`config.mk`:
```
export PLATFORM = sky130hd
export DESIGN_NAME = dbus_mem_arb
export DESIGN_NICKNAME = d
export VERILOG_FILES = /design/src/rtl/dbus_arb_pkg.sv /design/src/rtl/dbus_prio_sel.sv /design/src/rtl/dbus_cycle_ctl.sv /design/src/rtl/dbus_par_gen.sv /design/src/rtl/dbus_par_chk.sv /design/src/rtl/dbus_port_resp.sv /design/src/rtl/dbus_mem_arb.sv
export SDC_FILE = /design/constraint.sdc
export NUM_CORES = 1
export LEC_CHECK = 0
export BUFFER_PORTS_ARGS = -buffer_cell sky130_fd_sc_hd__buf_2
export CORE_MARGIN = 2
export CORE_UTILIZATION = 30
export CTS_CLUSTER_DIAMETER = 40
export DETAILED_ROUTE_END_ITERATION = 10
export PLACE_DENSITY = 0.63
export SLEW_MARGIN = 20
export SYNTH_ARGS = -nofsm -noshare
export SYNTH_HDL_FRONTEND = slang
export SYNTH_HIERARCHICAL = 1
export SYNTH_SLANG_ARGS = --single-unit
```
`constraint.sdc`:
```
create_clock -name clk -period 1.75 [get_ports clk]
set_input_delay 0.0875 -clock clk [delete_from_list [all_inputs] [get_ports clk]]
set_output_delay 0.0875 -clock clk [all_outputs]
set_load 0.01 [all_outputs]
```
`src/rtl/dbus_arb_pkg.sv`:
```
package dbus_arb_pkg;
  localparam int NPORTS = 2;
  localparam int PIDX_W = 1;
  localparam int BYTE_W = 8;
  localparam logic [PIDX_W-1:0] PORT_A = 1'b0;
  localparam logic [PIDX_W-1:0] PORT_B = 1'b1;
endpackage

```
`src/rtl/dbus_prio_sel.sv`:
```
module dbus_prio_sel #(
  parameter int N   = 2,
  parameter int IDX_W = 1
) (
  input  logic [N-1:0]     req,
  output logic             vld,
  output logic [IDX_W-1:0] idx
);
  // Lowest index has the highest priority.
  always_comb begin
    vld = 1'b0;
    idx = '0;
    for (int i = N - 1; i >= 0; i--) begin
      if (req[i]) begin
        vld = 1'b1;
        idx = IDX_W'(i);
      end
    end
  end
endmodule

```
`src/rtl/dbus_cycle_ctl.sv`:
```
module dbus_cycle_ctl #(
  parameter int CYCLE_CLKS = 3
) (
  input  logic clk,
  input  logic rst,
  input  logic go,
  output logic start,
  output logic done
);
  localparam int CNT_W = (CYCLE_CLKS > 2) ? $clog2(CYCLE_CLKS) : 1;
  localparam logic [CNT_W-1:0] LAST = CNT_W'(CYCLE_CLKS - 1);

  logic             busy;
  logic [CNT_W-1:0] cnt;

  assign start = !busy && go;
  assign done  = busy && (cnt == LAST);

  always_ff @(posedge clk) begin
    if (rst) begin
      busy <= 1'b0;
      cnt  <= '0;
    end else if (start) begin
      busy <= 1'b1;
      cnt  <= '0;
    end else if (done) begin
      busy <= 1'b0;
    end else if (busy) begin
      cnt <= cnt + 1'b1;
    end
  end
endmodule

```
`src/rtl/dbus_par_gen.sv`:
```
module dbus_par_gen import dbus_arb_pkg::*; #(
  parameter int DATA_W = 16
) (
  input  logic [DATA_W-1:0]        data,
  output logic [DATA_W/BYTE_W-1:0] par
);
  localparam int NB = DATA_W / BYTE_W;
  for (genvar k = 0; k < NB; k++) begin : g_byte
    assign par[k] = ~^data[k*BYTE_W +: BYTE_W];
  end
endmodule

```
`src/rtl/dbus_par_chk.sv`:
```
module dbus_par_chk import dbus_arb_pkg::*; #(
  parameter int DATA_W = 16
) (
  input  logic [DATA_W-1:0]        data,
  input  logic [DATA_W/BYTE_W-1:0] par,
  output logic [DATA_W/BYTE_W-1:0] err
);
  localparam int NB = DATA_W / BYTE_W;
  for (genvar k = 0; k < NB; k++) begin : g_byte
    assign err[k] = ~(^{par[k], data[k*BYTE_W +: BYTE_W]});
  end
endmodule

```
`src/rtl/dbus_port_resp.sv`:
```
module dbus_port_resp #(
  parameter int DATA_W = 16,
  parameter int NB     = 2
) (
  input  logic              clk,
  input  logic              rst,
  input  logic              serve,
  input  logic              is_rd,
  input  logic [DATA_W-1:0] rd_in,
  input  logic [NB-1:0]     perr_in,
  output logic              ack,
  output logic [DATA_W-1:0] rdata,
  output logic [NB-1:0]     perr,
  output logic              err
);
  always_ff @(posedge clk) begin
    if (rst) begin
      ack   <= 1'b0;
      rdata <= '0;
      perr  <= '0;
      err   <= 1'b0;
    end else begin
      ack <= serve;
      if (serve) begin
        if (is_rd) begin
          rdata <= rd_in;
          perr  <= perr_in;
          err   <= |perr_in;
        end else begin
          perr <= '0;
          err  <= 1'b0;
        end
      end
    end
  end
endmodule

```
`src/rtl/dbus_mem_arb.sv`:
```
module dbus_mem_arb import dbus_arb_pkg::*; #(
  parameter int ADDR_W     = 10,
  parameter int DATA_W     = 16,
  parameter int CYCLE_CLKS = 3
) (
  input  logic                             clk,
  input  logic                             rst,
  input  logic                             a_req,
  input  logic                             a_we,
  input  logic [ADDR_W-1:0]                a_addr,
  input  logic [DATA_W-1:0]                a_wdata,
  input  logic [DATA_W/8-1:0]              a_be,
  output logic                             a_ack,
  output logic [DATA_W-1:0]                a_rdata,
  output logic [DATA_W/8-1:0]              a_perr,
  output logic                             a_err,
  input  logic                             b_req,
  input  logic                             b_we,
  input  logic [ADDR_W-1:0]                b_addr,
  input  logic [DATA_W-1:0]                b_wdata,
  input  logic [DATA_W/8-1:0]              b_be,
  output logic                             b_ack,
  output logic [DATA_W-1:0]                b_rdata,
  output logic [DATA_W/8-1:0]              b_perr,
  output logic                             b_err,
  output logic                             mem_en,
  output logic                             mem_we,
  output logic [ADDR_W-1:0]                mem_addr,
  output logic [DATA_W/8-1:0]              mem_be,
  output logic [DATA_W+DATA_W/8-1:0]       mem_wdata,
  input  logic [DATA_W+DATA_W/8-1:0]       mem_rdata
);
  localparam int NB = DATA_W / BYTE_W;

  // Port-indexed views of the two buses (index 0 = A).
  logic [NPORTS-1:0]             req_v, we_v;
  logic [NPORTS-1:0][ADDR_W-1:0] addr_v;
  logic [NPORTS-1:0][DATA_W-1:0] wd_v;
  logic [NPORTS-1:0][NB-1:0]     be_v;

  assign req_v  = {b_req, a_req};
  assign we_v   = {b_we, a_we};
  assign addr_v = {b_addr, a_addr};
  assign wd_v   = {b_wdata, a_wdata};
  assign be_v   = {b_be, a_be};

  logic              sel_vld;
  logic [PIDX_W-1:0] sel_idx;
  logic              start, done;
  logic [NB-1:0]     gen_par, chk_err;
  logic [PIDX_W-1:0] own;
  logic              own_we;

  dbus_prio_sel #(.N(NPORTS), .IDX_W(PIDX_W)) prio_i (
    .req (req_v),
    .vld (sel_vld),
    .idx (sel_idx)
  );

  dbus_cycle_ctl #(.CYCLE_CLKS(CYCLE_CLKS)) ctl_i (
    .clk   (clk),
    .rst   (rst),
    .go    (sel_vld),
    .start (start),
    .done  (done)
  );

  dbus_par_gen #(.DATA_W(DATA_W)) pgen_i (
    .data (wd_v[sel_idx]),
    .par  (gen_par)
  );

  dbus_par_chk #(.DATA_W(DATA_W)) pchk_i (
    .data (mem_rdata[DATA_W-1:0]),
    .par  (mem_rdata[DATA_W +: NB]),
    .err  (chk_err)
  );

  // Array command register, loaded when a cycle is granted.
  always_ff @(posedge clk) begin
    if (rst) begin
      mem_en    <= 1'b0;
      mem_we    <= 1'b0;
      mem_addr  <= '0;
      mem_be    <= '0;
      mem_wdata <= '0;
      own       <= PORT_A;
      own_we    <= 1'b0;
    end else begin
      mem_en <= start;
      if (start) begin
        own       <= sel_idx;
        own_we    <= we_v[sel_idx];
        mem_we    <= we_v[sel_idx];
        mem_addr  <= addr_v[sel_idx];
        mem_be    <= be_v[sel_idx];
        mem_wdata <= {gen_par, wd_v[sel_idx]};
      end
    end
  end

  logic [NPORTS-1:0]             ack_v, err_v;
  logic [NPORTS-1:0][DATA_W-1:0] rd_v;
  logic [NPORTS-1:0][NB-1:0]     perr_v;

  for (genvar p = 0; p < NPORTS; p++) begin : g_port
    dbus_port_resp #(.DATA_W(DATA_W), .NB(NB)) resp_i (
      .clk     (clk),
      .rst     (rst),
      .serve   (done && (own == PIDX_W'(p))),
      .is_rd   (!own_we),
      .rd_in   (mem_rdata[DATA_W-1:0]),
      .perr_in (chk_err),
      .ack     (ack_v[p]),
      .rdata   (rd_v[p]),
      .perr    (perr_v[p]),
      .err     (err_v[p])
    );
  end

  assign a_ack   = ack_v[0];
  assign a_rdata = rd_v[0];
  assign a_perr  = perr_v[0];
  assign a_err   = err_v[0];
  assign b_ack   = ack_v[1];
  assign b_rdata = rd_v[1];
  assign b_perr  = perr_v[1];
  assign b_err   = err_v[1];
endmodule

```
; Word level (Yosys, flattened, before mapping)
; Index checks and enable logic that the tools add are counted.
[totals]
wordCells = 54
input_bits = 80
reg_bits = 76
output_inout_bits = 72
[op_classes]
reduce_logical = 15
n_eq_ne = 1
n_lt_le_gt_ge = 1
addsub = 1
muxes = 15
bitwise_logic = 5
[op_table]
columns = cell, n
row1 = 16-bit two-way mux, 2
row2 = 10-bit two-way mux, 2
row3 = 9-bit parity, 2
row4 = 8-bit XNOR reduction, 2
row5 = 1-bit two-way mux, 8
row6 = 2-bit two-way mux, 3
row7 = 2-bit AND reduction, 3
row8 = 1-bit NOT, 5
row9 = 1-bit logical AND, 4
row10 = 2-bit OR reduction, 2
row11 = "2-bit by 1-bit adder with 2-bit output, second input constant", 1
row12 = "2-bit equality test, second input constant", 1
row13 = "1-bit by 2-bit < comparator with 1-bit output, second input constant", 1
row14 = 2-bit nonzero test, 1
row15 = 1-bit zero test, 1

; Longest topological paths before layout
; Gate-level depths: netlist of run 1.
[depth]
depth_word = 5
ltp_mapped = 8
ltp_nobuf = 7

; By module
; The synthesis of run 1 kept the hierarchy.
[by_module_without_submodules]
columns = module, area_each_um2, instances, cells_each
row1 = dbus_port_resp, 899.6, 2, 88
row2 = dbus_mem_arb, 1602.8, 1, 143
row3 = dbus_cycle_ctl, 156.4, 1, 17
row4 = dbus_par_chk, 150.1, 1, 14
row5 = dbus_par_gen, 122.6, 1, 14
row6 = dbus_prio_sel, 15.0, 1, 2

; Least setup slack after synthesis of run 1
; OpenSTA, ideal clock, no wires.
[synth_path]
path_kind = input port to flip-flop
startpoint = input a_req
endpoint = register mem_wdata[16]
setup_slack_ns = 0.258
stages = 8
setup_time_ns = 0.117
t_required_ns = 1.633
arrival_time_ns = 1.375
cell_sequence = and2b_2 > buf_6 > mux2_4 > xnor2_1 > xnor2_1 > xnor2_1 > mux2i_1 > nor2_1
[synth_via]
elab_chain_len = 4
elab_cells_between_ends = 6
classes_between = mux: 4 / reduce/logical: 2
[synth_rtl]
columns = item, line
row1 = "start, declared", dbus_mem_arb.sv:8  ; input logic a_req,
row2 = 1-bit two-way mux, dbus_prio_sel.sv:14  ; if (req[i]) begin
row3 = 16-bit two-way mux (implied by the code) (2 in series), dbus_mem_arb.sv:69  ; .data (wd_v[sel_idx]),
row4 = 8-bit XNOR reduction, dbus_par_gen.sv:9  ; assign par[k] = ~^data[k*BYTE_W +: BYTE_W];
row5 = named net gen_par[0], dbus_mem_arb.sv:50  ; logic [NB-1:0] gen_par, chk_err;
row6 = "end signal, assigned", dbus_mem_arb.sv:97  ; mem_wdata <= {gen_par, wd_v[sel_idx]};
row7 = "end, declared", dbus_mem_arb.sv:30  ; output logic [DATA_W+DATA_W/8-1:0] mem_wdata,
; The timed path passes the listed nets, and every way through them passes these cells. The select of a mux whose other input is x is not followed.
; A chain may end at the register's enable or synchronous reset.

; Worst setup path after layout of run 1
[layout_path]
startpoint = register ctl_i.cnt[0]
endpoint = register g_port[1].resp_i.rdata[5]
[layout_via]
elab_chain_len = 4
[layout_rtl]
columns = item, line
row1 = "start, declared", dbus_cycle_ctl.sv:14  ; logic [CNT_W-1:0] cnt;
row2 = "start signal, assigned", dbus_cycle_ctl.sv:29  ; cnt <= cnt + 1'b1;
row3 = 2-bit equality test, dbus_cycle_ctl.sv:17  ; assign done = busy && (cnt == LAST);
row4 = 1-bit logical AND, dbus_cycle_ctl.sv:17
row5 = named net done, dbus_mem_arb.sv:49  ; logic start, done;
row6 = 1-bit logical AND, dbus_mem_arb.sv:110  ; .serve (done && (own == PIDX_W'(p))),
row7 = 2-bit AND reduction (no source line), n/a
row8 = "end signal, assigned", dbus_port_resp.sv:26  ; rdata <= rd_in;
row9 = "end, declared", dbus_port_resp.sv:12  ; output logic [DATA_W-1:0] rdata,
; The timed path passes the listed nets, and every way through them passes these cells.

==> results of run 1 <==
flip-flops by register name, indices dropped and copies added (netlist names):
| signal | flops |
|---|---|
| mem_en | 1 |
| g_port.resp_i/err | 2 |
| mem_be | 2 |
| g_port.resp_i/ack | 2 |
| own | 1 |
| g_port.resp_i/rdata | 32 |
| ctl_i/busy | 1 |
| ctl_i/cnt | 2 |
| mem_wdata | 18 |
| g_port.resp_i/perr | 4 |
| mem_we | 1 |
| mem_addr | 10 |
worst register-to-register path: cells and delay by family (launching register included):
kind,cells,cell delay (ns)
AOI/OAI and AO/OA,2,0.33
adders and majority gates,1,0.24
buffers and inverters,2,0.23
DFF,1,0.35
and+or+nand+nor,2,0.41
metrics by stage:
stage,instances,setup WS [ns]
4_1_cts,683,0.0853
3_3_place_gp,666,-0.117
3_5_place_dp,666,-0.184
5_1_grt,683,0.00592
2_1_floorplan,366,0.258
6_report,683,0.130
cells by family after synthesis:
group / after synthesis / synth area share
buffers and inverters: 36 / 0.0664
AND/OR/NAND/NOR: 73 / 0.0976
flip-flops: 76 / 0.396
AO/OA/AOI/OAI: 119 / 0.260
multiplexers: 32 / 0.104
adder cells (fa/ha/maj): 1 / 0.00325
XOR/XNOR: 29 / 0.0732
placed cells by master (no fill, tap or decap), types with 2 or more instances in the layout:
cell	count
xnor3_1	2
nor2_1	18
nor2b_1	3
a21oi_2	22
clkinv_4	2
and2_1	2
buf_2	151
xor2_1	5
clkbuf_16	9
o21ba_2	16
xnor2_1	22
o211ai_1	2
or4b_1	2
a21oi_1	16
dfxtp_1	75
clkinv_2	2
mux2_4	16
inv_1	2
nand3_1	36
mux2i_1	16
nor2b_4	2
buf_4	4
nand2b_1	7
inv_2	2
o21a_1	16
a21bo_1	32
a211oi_1	13
buf_12	5
timing repair:
action | 4_1_cts | 5_1_grt
gates resized for setup | 0 | 2
endpoints found under the setup margin | 17 | 15
gates cloned | 1 | 0
pin swaps | 0 | 0
power by group through the flow:
stage               registers (W)  logic, W  clock network [W]
floorplan                 0.00194  0.000531                  0
global placement          0.00191  0.000813                  0
detailed placement        0.00191  0.000829                  0
CTS                       0.00187  0.000837            0.00191
global route              0.00188  0.000914            0.00199
finish                    0.00187  0.000826            0.00186
per-layer routing:
metal	wire [um]	share of wire	vias to the layer above
li1	-	-	1573
met1	4680	0.49	1434
met2	3930	0.41	136
met3	725	0.076	12
met4	151	0.016	0
met5	0	0	-
how the worst min path moves through the flow:
stage                        from                                      end  slack (ns)  cells past startpoint
CTS                 mem_rdata[11]  g_port[0].resp_i/rdata[11]$_SDFFE_PP0P_        0.02                      3
global placement    mem_rdata[11]  g_port[0].resp_i/rdata[11]$_SDFFE_PP0P_        0.37                      3
floorplan                     rst                  ctl_i/busy$_SDFFE_PP0P_        0.17                      1
finish              mem_rdata[11]  g_port[0].resp_i/rdata[11]$_SDFFE_PP0P_        0.03                      3
detailed placement  mem_rdata[13]  g_port[1].resp_i/rdata[13]$_SDFFE_PP0P_        0.39                      3
global route        mem_rdata[11]  g_port[0].resp_i/rdata[11]$_SDFFE_PP0P_        0.03                      3
cell type report:
cell class              count  share of cell area
clock buffers              10              0.0456
multi-input cells         255               0.416
repair buffers            160               0.176
clock inverters             6              0.0129
inverters                   4             0.00299
well taps                 172              0.0428
flip-flops and latches     76               0.303
==> reports/metrics.yaml, run 1 <==
pwr:
  p_leak_nw: 2.19
  powerDensity_mw_per_mm2: 906
  peakVddDrop_v: 0.000539
  pwr-share-clk: 0.408
  sequentialPowerShare: 0.411
  p_comb_frac: 0.181
  p_sw_w: 0.00122
  p_int_w: 0.00333
  post-layout-total-power_w: 0.00455
  p_sw_frac: 0.268
layout:
  regArea_sq_mm: 0.00152
  syn_to_final_growth_pct: 30.7
  multiInputGateArea_sq_mm: 0.00209
  fin_area_sq_mm: 0.00503
  nets: 587
  final_core_util: 0.400
  diodes: 0
  drive_above_1_share: 0.462
  fillCellCount: 1254
logic_synthesis:
  synthArstFlopShare: 0
  yosys-top-cells-area: "dfxtp_1 (40%), a21bo_1 (8.3%), mux2_4 (6.2%), a21oi_2 (5.0%), xnor2_1 (5.0%)"
  synth-edff-count: 0
  synth.most_common_cell: "dfxtp_1"
  synth-seq-cells: 76
  synth_common_cells: "dfxtp_1 (76), nand3_1 (36), a21bo_1 (32), a21oi_2 (22), xnor2_1 (22)"
  postSynthAreaPerCell_sq_um: 10.5
  ys_seq_area_frac: 0.396
  synth_area_sq_mm: 0.00385
  synth_flop_cell: "dfxtp_1"
  yosysTopAreaCell: "dfxtp_1"
  synth_top_area_share: 0.396
  syn_inst: 366
  syn_nets: 447
  yosys_warnings: 6
  yosysUniqueCellTypes: 32
cts:
  cts_buffer_depth: 2
  cts_root_buf: "clkbuf_16"
  clk_pin_slew_ns: 0.06
  numCtsBuffers: 9
  post_cts_buffers: 0
  htreeDepth: 3
  clkLatencyLatePin_ns: 0.34
  cts_tree: "done"
  numClockSinks: 76
  holdBufCountCts: 0
min_path:
  hp-class: "in -> reg"
route:
  drcViolationCount: 0
  drtIter0Drc: 174
  routed_wl_mm: 9.49
  via_per_inst: 4.62
  firstDrtPassIters: 4
  postRouteAntennaNets: 0
  vias: 3155
  wl_per_cell_um: 13.9
outcome:
  outcome: "finished, final reports clean"
worst_setup_path:
  worstSetupPathType: "reg -> reg"
  worstPathCellList: "inv_1, ha_1, and2_1, and2_1, buf_12, a21bo_1, a21oi_2"
  cp-start-kind: "flip-flop"
  cpMaxStageDelayCell: "dfxtp_2"
  critPathArrivalTime_ns: 1.89
  rr_worst_depth: 7
  cp-endpoint: "g_port[1].resp_i/rdata[5]$_SDFFE_PP0P_"
  slowest_delay_ns: 0.35
  rr_endpoint: "g_port[1].resp_i/rdata[5]$_SDFFE_PP0P_"
  critical_path.top_delay_family: "simple AND/OR/NAND/NOR gates"
  cp_common_cell: "and2_1"
  crit_path_end_kind: "flip-flop"
  r2r_slack_ns: 0.13
  worst-path-stages: 7
  r2r-start: "ctl_i/cnt[0]$_SDFFE_PP0P_"
  crit_start: "ctl_i/cnt[0]$_SDFFE_PP0P_"
  path_max_fanout: 39
  required_ns: 2.02
  cp_num_buf_inv: 2
sta:
  finalCritPeriodShare: 0.925
  relSlewSlack: 0.557
  worstMarginPinSlew_ns: 0.665
  fin_worst_skew_ns: 0.00757
  setup_viol: 0
  hold_viol: 0
  hold_ws_ns: 0.0271
  drv_slew: 0
  period_needed_ns: 1.62
  timing.fmax_mhz: 617
  tns_ns: 0
  rsz0062_at_grt: "false"
placed_design:
  port_buffers: 151
  gp_congestion: 0.741
  dp_hpwl_mm: 6.59
  post_dp_cell_area_sq_mm: 0.00472
grt:
  grt_pass1_wl_mm: 15.1
  use_met1: 0.192
  grt_max_degree: 71
  grt_pass1_vias: 3013
  gr-usage-met2: 0.208
  antenna_found_initial: 0
  grt_usage: 0.141
  use_met3: 0.0396
  grt_overflow: 0
  top_usage_layer: "met2"
die:
  die_w_um: 117
  dieHeight_um: 117
  io_pins: 152
  initial_core_util: 0.306
  die_area_sq_mm: 0.0137
  core_area_sq_mm: 0.0126
  rows: 41
run:
  max-cap-violations: 0
No activity file was read; power rests on OpenSTA's default activity.
==> inputs of run 2 (changes only) <==
--- a/config.mk
+++ b/config.mk
@@ -10,6 +10,7 @@
 export CORE_UTILIZATION = 30
 export CTS_CLUSTER_DIAMETER = 40
 export DETAILED_ROUTE_END_ITERATION = 10
+export HOLD_SLACK_MARGIN = 0.05
 export PLACE_DENSITY = 0.63
 export SLEW_MARGIN = 20
 export SYNTH_ARGS = -nofsm -noshare
==> reports/metrics.yaml, run 2 (synthesis gave the netlist of run 1 again) <==
outcome:
  outcome: "finished, final reports clean"
cts:
  cts_buffer_depth: 2
  htreeDepth: 3
  cts_tree: "done"
  clkLatencyLatePin_ns: 0.34
  clk_pin_slew_ns: 0.06
  numClockSinks: 76
  numCtsBuffers: 9
  cts_root_buf: "clkbuf_16"
grt:
  grt_overflow: 0
  grt_max_degree: 71
  grt_usage: 0.142
  grt_pass1_wl_mm: 15.2
  grt_pass1_vias: 3066
  antenna_found_initial: 0
die:
  dieHeight_um: 117
  die_w_um: 117
  die_area_sq_mm: 0.0137
  core_area_sq_mm: 0.0126
  io_pins: 152
  initial_core_util: 0.306
  rows: 41
sta:
  worstMarginPinSlew_ns: 0.670
  fin_ws_ns: 0.101
  setup_viol: 0
  timing.fmax_mhz: 606
  relSlewSlack: 0.554
  drv_slew: 0
  hold_viol: 0
  rsz0062_at_grt: "false"
  period_needed_ns: 1.65
  finalCritPeriodShare: 0.942
  fin_worst_skew_ns: 0.00750
  tns_ns: 0
pwr:
  peakVddDrop_v: 0.000539
  p_leak_nw: 2.25
  post-layout-total-power_w: 0.00460
  powerDensity_mw_per_mm2: 892
layout:
  fin_area_sq_mm: 0.00515
  layout_common_cells: "buf_2 (151), dfxtp_1 (75), nand3_1 (36)"
  syn_to_final_growth_pct: 33.9
  layout.cells.most_common: "buf_2"
  top_regs: "g_port.resp_i/rdata x32, mem_wdata x18, mem_addr x10"
  fillCellCount: 1239
  regArea_sq_mm: 0.00152
  drive_above_1_share: 0.456
  diodes: 0
  regMostFlops: "g_port.resp_i/rdata"
  largest_register_ffs: 32
  multiInputGateArea_sq_mm: 0.00211
  nets: 598
worst_setup_path:
  r2r_slack_ns: 0.13
  path_max_fanout: 4
  crit_path_end_kind: "flip-flop"
  r2r-start: "ctl_i/busy$_SDFFE_PP0P_"
  cp-start-kind: "primary input"
  cp-endpoint: "g_port[1].resp_i/perr[1]$_SDFFE_PP0P_"
  required_ns: 2.02
  critPathArrivalTime_ns: 1.92
  crit_start: "mem_rdata[14]"
  rr_endpoint: "g_port[0].resp_i/rdata[2]$_SDFFE_PP0P_"
  rr_worst_depth: 6
  worstSetupPathType: "in -> reg"
route:
  routed_wl_mm: 9.71
  firstDrtPassIters: 4
  via_per_inst: 4.62
  drcViolationCount: 0
  wl_per_cell_um: 14.0
  postRouteAntennaNets: 0
  vias: 3203
  drtIter0Drc: 137
run:
  max-cap-violations: 0
min_path:
  hp-class: "in -> reg"
placed_design:
  dp_hpwl_mm: 6.59
  gp_congestion: 0.741
  port_buffers: 151
  pre_cts_ws_ns: -0.184
  post_dp_cell_area_sq_mm: 0.00472
[run 2: cell count changes in the layout (fill, tap and decap cells not counted)]
cell           before  now
dlygate4sd3_1       0   11
xnor2_1            22   20
xnor2_2             0    2
[run 2: worst max-delay path, cell delays in order]
cell and delay (ns):
dlygate4sd3_1 0.54, buf_2 0.15, xnor2_1 0.24, xnor3_1 0.40, xnor2_2 0.24, nand3_1 0.11
a21oi_1 0.15
[run 2: cell type report]
class,count,share of cell area
inverters,4,0.00291
flip-flops and latches,76,0.296
multi-input cells,255,0.409
clock buffers,10,0.0444
well taps,172,0.0418
repair buffers,171,0.193
clock inverters,6,0.0126
[run 2: power by group]
group	internal [W]	leakage (nW)	switching [W]	total, W
registers	0.00182	0.621	0.0000525	0.00187
logic	0.000437	1.48	0.000431	0.000868
clock network	0.00110	0.142	0.000753	0.00186
[run 2: metrics by stage]
step	hold WS [ns]	std cells	utilization
finish	0.0638	694	0.410
global route	0.0630	694	0.410
CTS	0.0515	694	0.408
detailed placement	0.386	666	0.375
global placement	0.374	666	0.375
floorplan	0.167	366	-
[run 2: layer usage]
metal	share of wire	up-vias	track usage
li1	-	1594	-
met1	0.50	1459	0.191
met2	0.42	137	0.214
met3	0.069	13	0.0391
met4	0.017	0	0.0588
met5	0	-	0
[run 2: what timing repair did]
item                                    CTS  global route
gates cloned                              1             0
hold endpoints to repair                 19             0
endpoints found under the setup margin   17            19
buffers inserted                          0             0
hold buffers                             11             0
gates resized for setup                   0             4
[run 2: how the worst min path moves through the flow]
stage,start,cells past startpoint,endpoint,slack [ns]
4_1_cts,mem_rdata[9],3,g_port[0].resp_i/rdata[9]$_SDFFE_PP0P_,0.05
3_5_place_dp,mem_rdata[13],3,g_port[1].resp_i/rdata[13]$_SDFFE_PP0P_,0.39
5_1_grt,mem_rdata[4],3,g_port[1].resp_i/rdata[4]$_SDFFE_PP0P_,0.06
3_3_place_gp,mem_rdata[11],3,g_port[0].resp_i/rdata[11]$_SDFFE_PP0P_,0.37
6_report,mem_rdata[4],3,g_port[1].resp_i/rdata[4]$_SDFFE_PP0P_,0.06
2_1_floorplan,rst,1,ctl_i/busy$_SDFFE_PP0P_,0.17
==> inputs of run 3 (changes only) <==
--- a/config.mk
+++ b/config.mk
@@ -5,6 +5,7 @@
 export SDC_FILE = /design/constraint.sdc
 export NUM_CORES = 1
 export LEC_CHECK = 0
+export ABC_AREA = 1
 export BUFFER_PORTS_ARGS = -buffer_cell sky130_fd_sc_hd__buf_2
 export CORE_MARGIN = 2
 export CORE_UTILIZATION = 30
==> reports/metrics.yaml, run 3 <==
sta:
  worstMarginPinSlew_ns: 0.465
  fin_ws_ns: 0.131
  tns_ns: 0
  rsz0062_at_grt: "false"
  timing.fmax_mhz: 618
  relSlewSlack: 0.690
  hold_ws_ns: 0.0610
  fin_worst_skew_ns: 0.00505
  finalCritPeriodShare: 0.925
  hold_viol: 0
  drv_slew: 0
  period_needed_ns: 1.62
  setup_viol: 0
placed_design:
  pre_cts_ws_ns: 0.109
  dp_hpwl_mm: 7.48
  post_dp_cell_area_sq_mm: 0.00472
  port_buffers: 151
  gp_congestion: 0.773
pwr:
  powerDensity_mw_per_mm2: 874
  p_leak_nw: 2.99
  peakVddDrop_v: 0.000598
grt:
  grt_overflow: 0
  grt_usage: 0.154
  grt_pass1_vias: 3743
  antenna_found_initial: 0
  grt_max_degree: 48
  grt_pass1_wl_mm: 17.2
worst_setup_path:
  critical_path.top_delay_family: "buffers and inverters"
  worstPathCellList: "inv_2, nand2_2, inv_2, buf_12, nand3_1, dlygate4sd3_1, nand2_1, inv_1"
  r2r_slack_ns: 0.13
  cp_common_cell: "inv_2"
  crit_start: "ctl_i/busy$_SDFFE_PP0P_"
  cp-endpoint: "mem_wdata[4]$_SDFFE_PP0P_"
  r2r-start: "ctl_i/busy$_SDFFE_PP0P_"
  rr_worst_depth: 8
  required_ns: 1.99
  critPathArrivalTime_ns: 1.86
  crit_path_end_kind: "flip-flop"
  cp-start-kind: "flip-flop"
  cp_num_buf_inv: 5
  path_max_fanout: 47
  slowest_delay_ns: 0.56
  rr_endpoint: "mem_wdata[4]$_SDFFE_PP0P_"
  worstSetupPathType: "reg -> reg"
  cpMaxStageDelayCell: "dlygate4sd3_1"
  worst-path-stages: 8
logic_synthesis:
  synth_compound_area_frac: 0.0698
  syn_nets: 700
  synth_top_family_by_area: "simple AND/OR/NAND/NOR gates"
  yosys-top-cells-area: "dfxtp_1 (39%), nand2_1 (17%), nor2_1 (14%), inv_1 (7.4%), nand3_1 (4.4%)"
  synth-simple-area-share: 0.381
  synth_common_cells: "nand2_1 (181), nor2_1 (149), inv_1 (77), dfxtp_1 (76)"
  synth.most_common_cell: "nand2_1"
  ys_seq_area_frac: 0.390
  yosys_warnings: 6
  synthArstFlopShare: 0
  yosysTopAreaCell: "dfxtp_1"
  syn_inst: 619
  synth-edff-count: 0
  synth-xor-area-share: 0.0179
  yosysUniqueCellTypes: 22
  postSynthAreaPerCell_sq_um: 6.31
  synth_fa_ha_area_frac: 0.00320
  synth_top_area_share: 0.390
  synth.area.mux_share: 0
  synth-seq-cells: 76
  synth_flop_cell: "dfxtp_1"
  synth_area_sq_mm: 0.00390
route:
  firstDrtPassIters: 7
  vias: 4005
  postRouteAntennaNets: 0
  routed_wl_mm: 10.5
  wl_per_cell_um: 10.8
  drcViolationCount: 0
  via_per_inst: 4.13
  drtIter0Drc: 155
die:
  dieHeight_um: 118
  die_area_sq_mm: 0.0139
  die_w_um: 118
  core_area_sq_mm: 0.0127
  initial_core_util: 0.308
  io_pins: 152
  rows: 41
run:
  max-cap-violations: 0
cts:
  cts_tree: "done"
  numClockSinks: 76
  htreeDepth: 3
  post_cts_buffers: 0
  cts_root_buf: "clkbuf_16"
  clk_pin_slew_ns: 0.06
  numCtsBuffers: 9
  clkLatencyLatePin_ns: 0.34
  cts_buffer_depth: 2
layout:
  layout.cells.most_common: "nand2_1"
  diodes: 0
  final_core_util: 0.420
  regMostFlops: "g_port.resp_i/rdata"
  fin_area_sq_mm: 0.00533
  largest_register_ffs: 32
  syn_to_final_growth_pct: 36.4
  top_regs: "g_port.resp_i/rdata x32, mem_wdata x18, mem_addr x10"
  nets: 874
  layout_common_cells: "nand2_1 (181), buf_2 (151), nor2_1 (148)"
  drive_above_1_share: 0.235
outcome:
  outcome: "finished, final reports clean"
min_path:
  hp-class: "in -> reg"
==> run 3: cell count changes in the layout (fill, tap and decap cells not counted), sizes merged, moves of 15 or more <==
cell         delta
a21bo          -32
a21oi          -33
dlygate4sd3    +19
inv            +79
mux2           -16
mux2i          -16
nand2         +188
nor2          +135
o21a           -15
o21ai          +47
o21ba          -16
xnor2          -18
==> run 3: repair_timing <==
action	in CTS	in global routing
hold buffers	30	0
endpoints found under the setup margin	0	15
resized for setup	0	1
endpoints found under the hold margin	39	0
==> run 3: where the power goes <==
part | switching (W) | total (W) | leakage (nW) | internal, W
Combinational | 0.000512 | 0.000892 | 2.23 | 0.000380
Clock | 0.000708 | 0.00188 | 0.145 | 0.00118
Sequential | 0.0000503 | 0.00188 | 0.621 | 0.00183
==> run 3: cell type report <==
type	count	area, sq um
Sequential cell	76	1520
Clock buffer	12	256
Clock inverter	3	46.3
Inverter	83	327
Multi-Input combinational cell	438	1850
Tap cell	172	215
Fill cell	1365	7340
Timing Repair Buffer	185	1110
==> run 3: tightest hold or removal path, cell delays in order <==
cell and delay (ns):
buf_2 0.08, nand2_1 0.06, nand3_1 0.07, nand2_1 0.04
inv_1 0.04
==> run 3: cell families after synthesis <==
logic type | Yosys count
simple gates | 375
buf+inv | 105
flops | 76
compound gates | 54
xor+xnor | 8
fa+ha+maj | 1
==> run 3: worst min path at each step <==
stage                             from                                      to  cells past startpoint
after global routing      mem_rdata[9]  g_port[0].resp_i/rdata[9]$_SDFFE_PP0P_                      3
after detailed placement           rst   g_port[0].resp_i/perr[0]$_SDFFE_PP0P_                      2
final                      a_wdata[11]              mem_wdata[11]$_SDFFE_PP0P_                      5
after global placement             rst   g_port[0].resp_i/perr[1]$_SDFFE_PP0P_                      2
after floorplan                    rst   g_port[0].resp_i/perr[0]$_SDFFE_PP0P_                      1
after CTS                   a_wdata[9]               mem_wdata[9]$_SDFFE_PP0P_                      5
==> run 3: routing by layer <==
metal,wire [um],up-vias,GRT usage
met3,1010,12,0.0785
met4,143,0,0.0407
li1,-,2199,-
met5,0,-,0
met1,4580,1677,0.175
met2,4730,117,0.253
==> run 3: stage by stage <==
stage	power, W	std cells
after floorplan	0.00248	619
after global placement	0.00276	924
after detailed placement	0.00276	924
after CTS	0.00475	969
after global routing	0.00497	969
final	0.00466	969
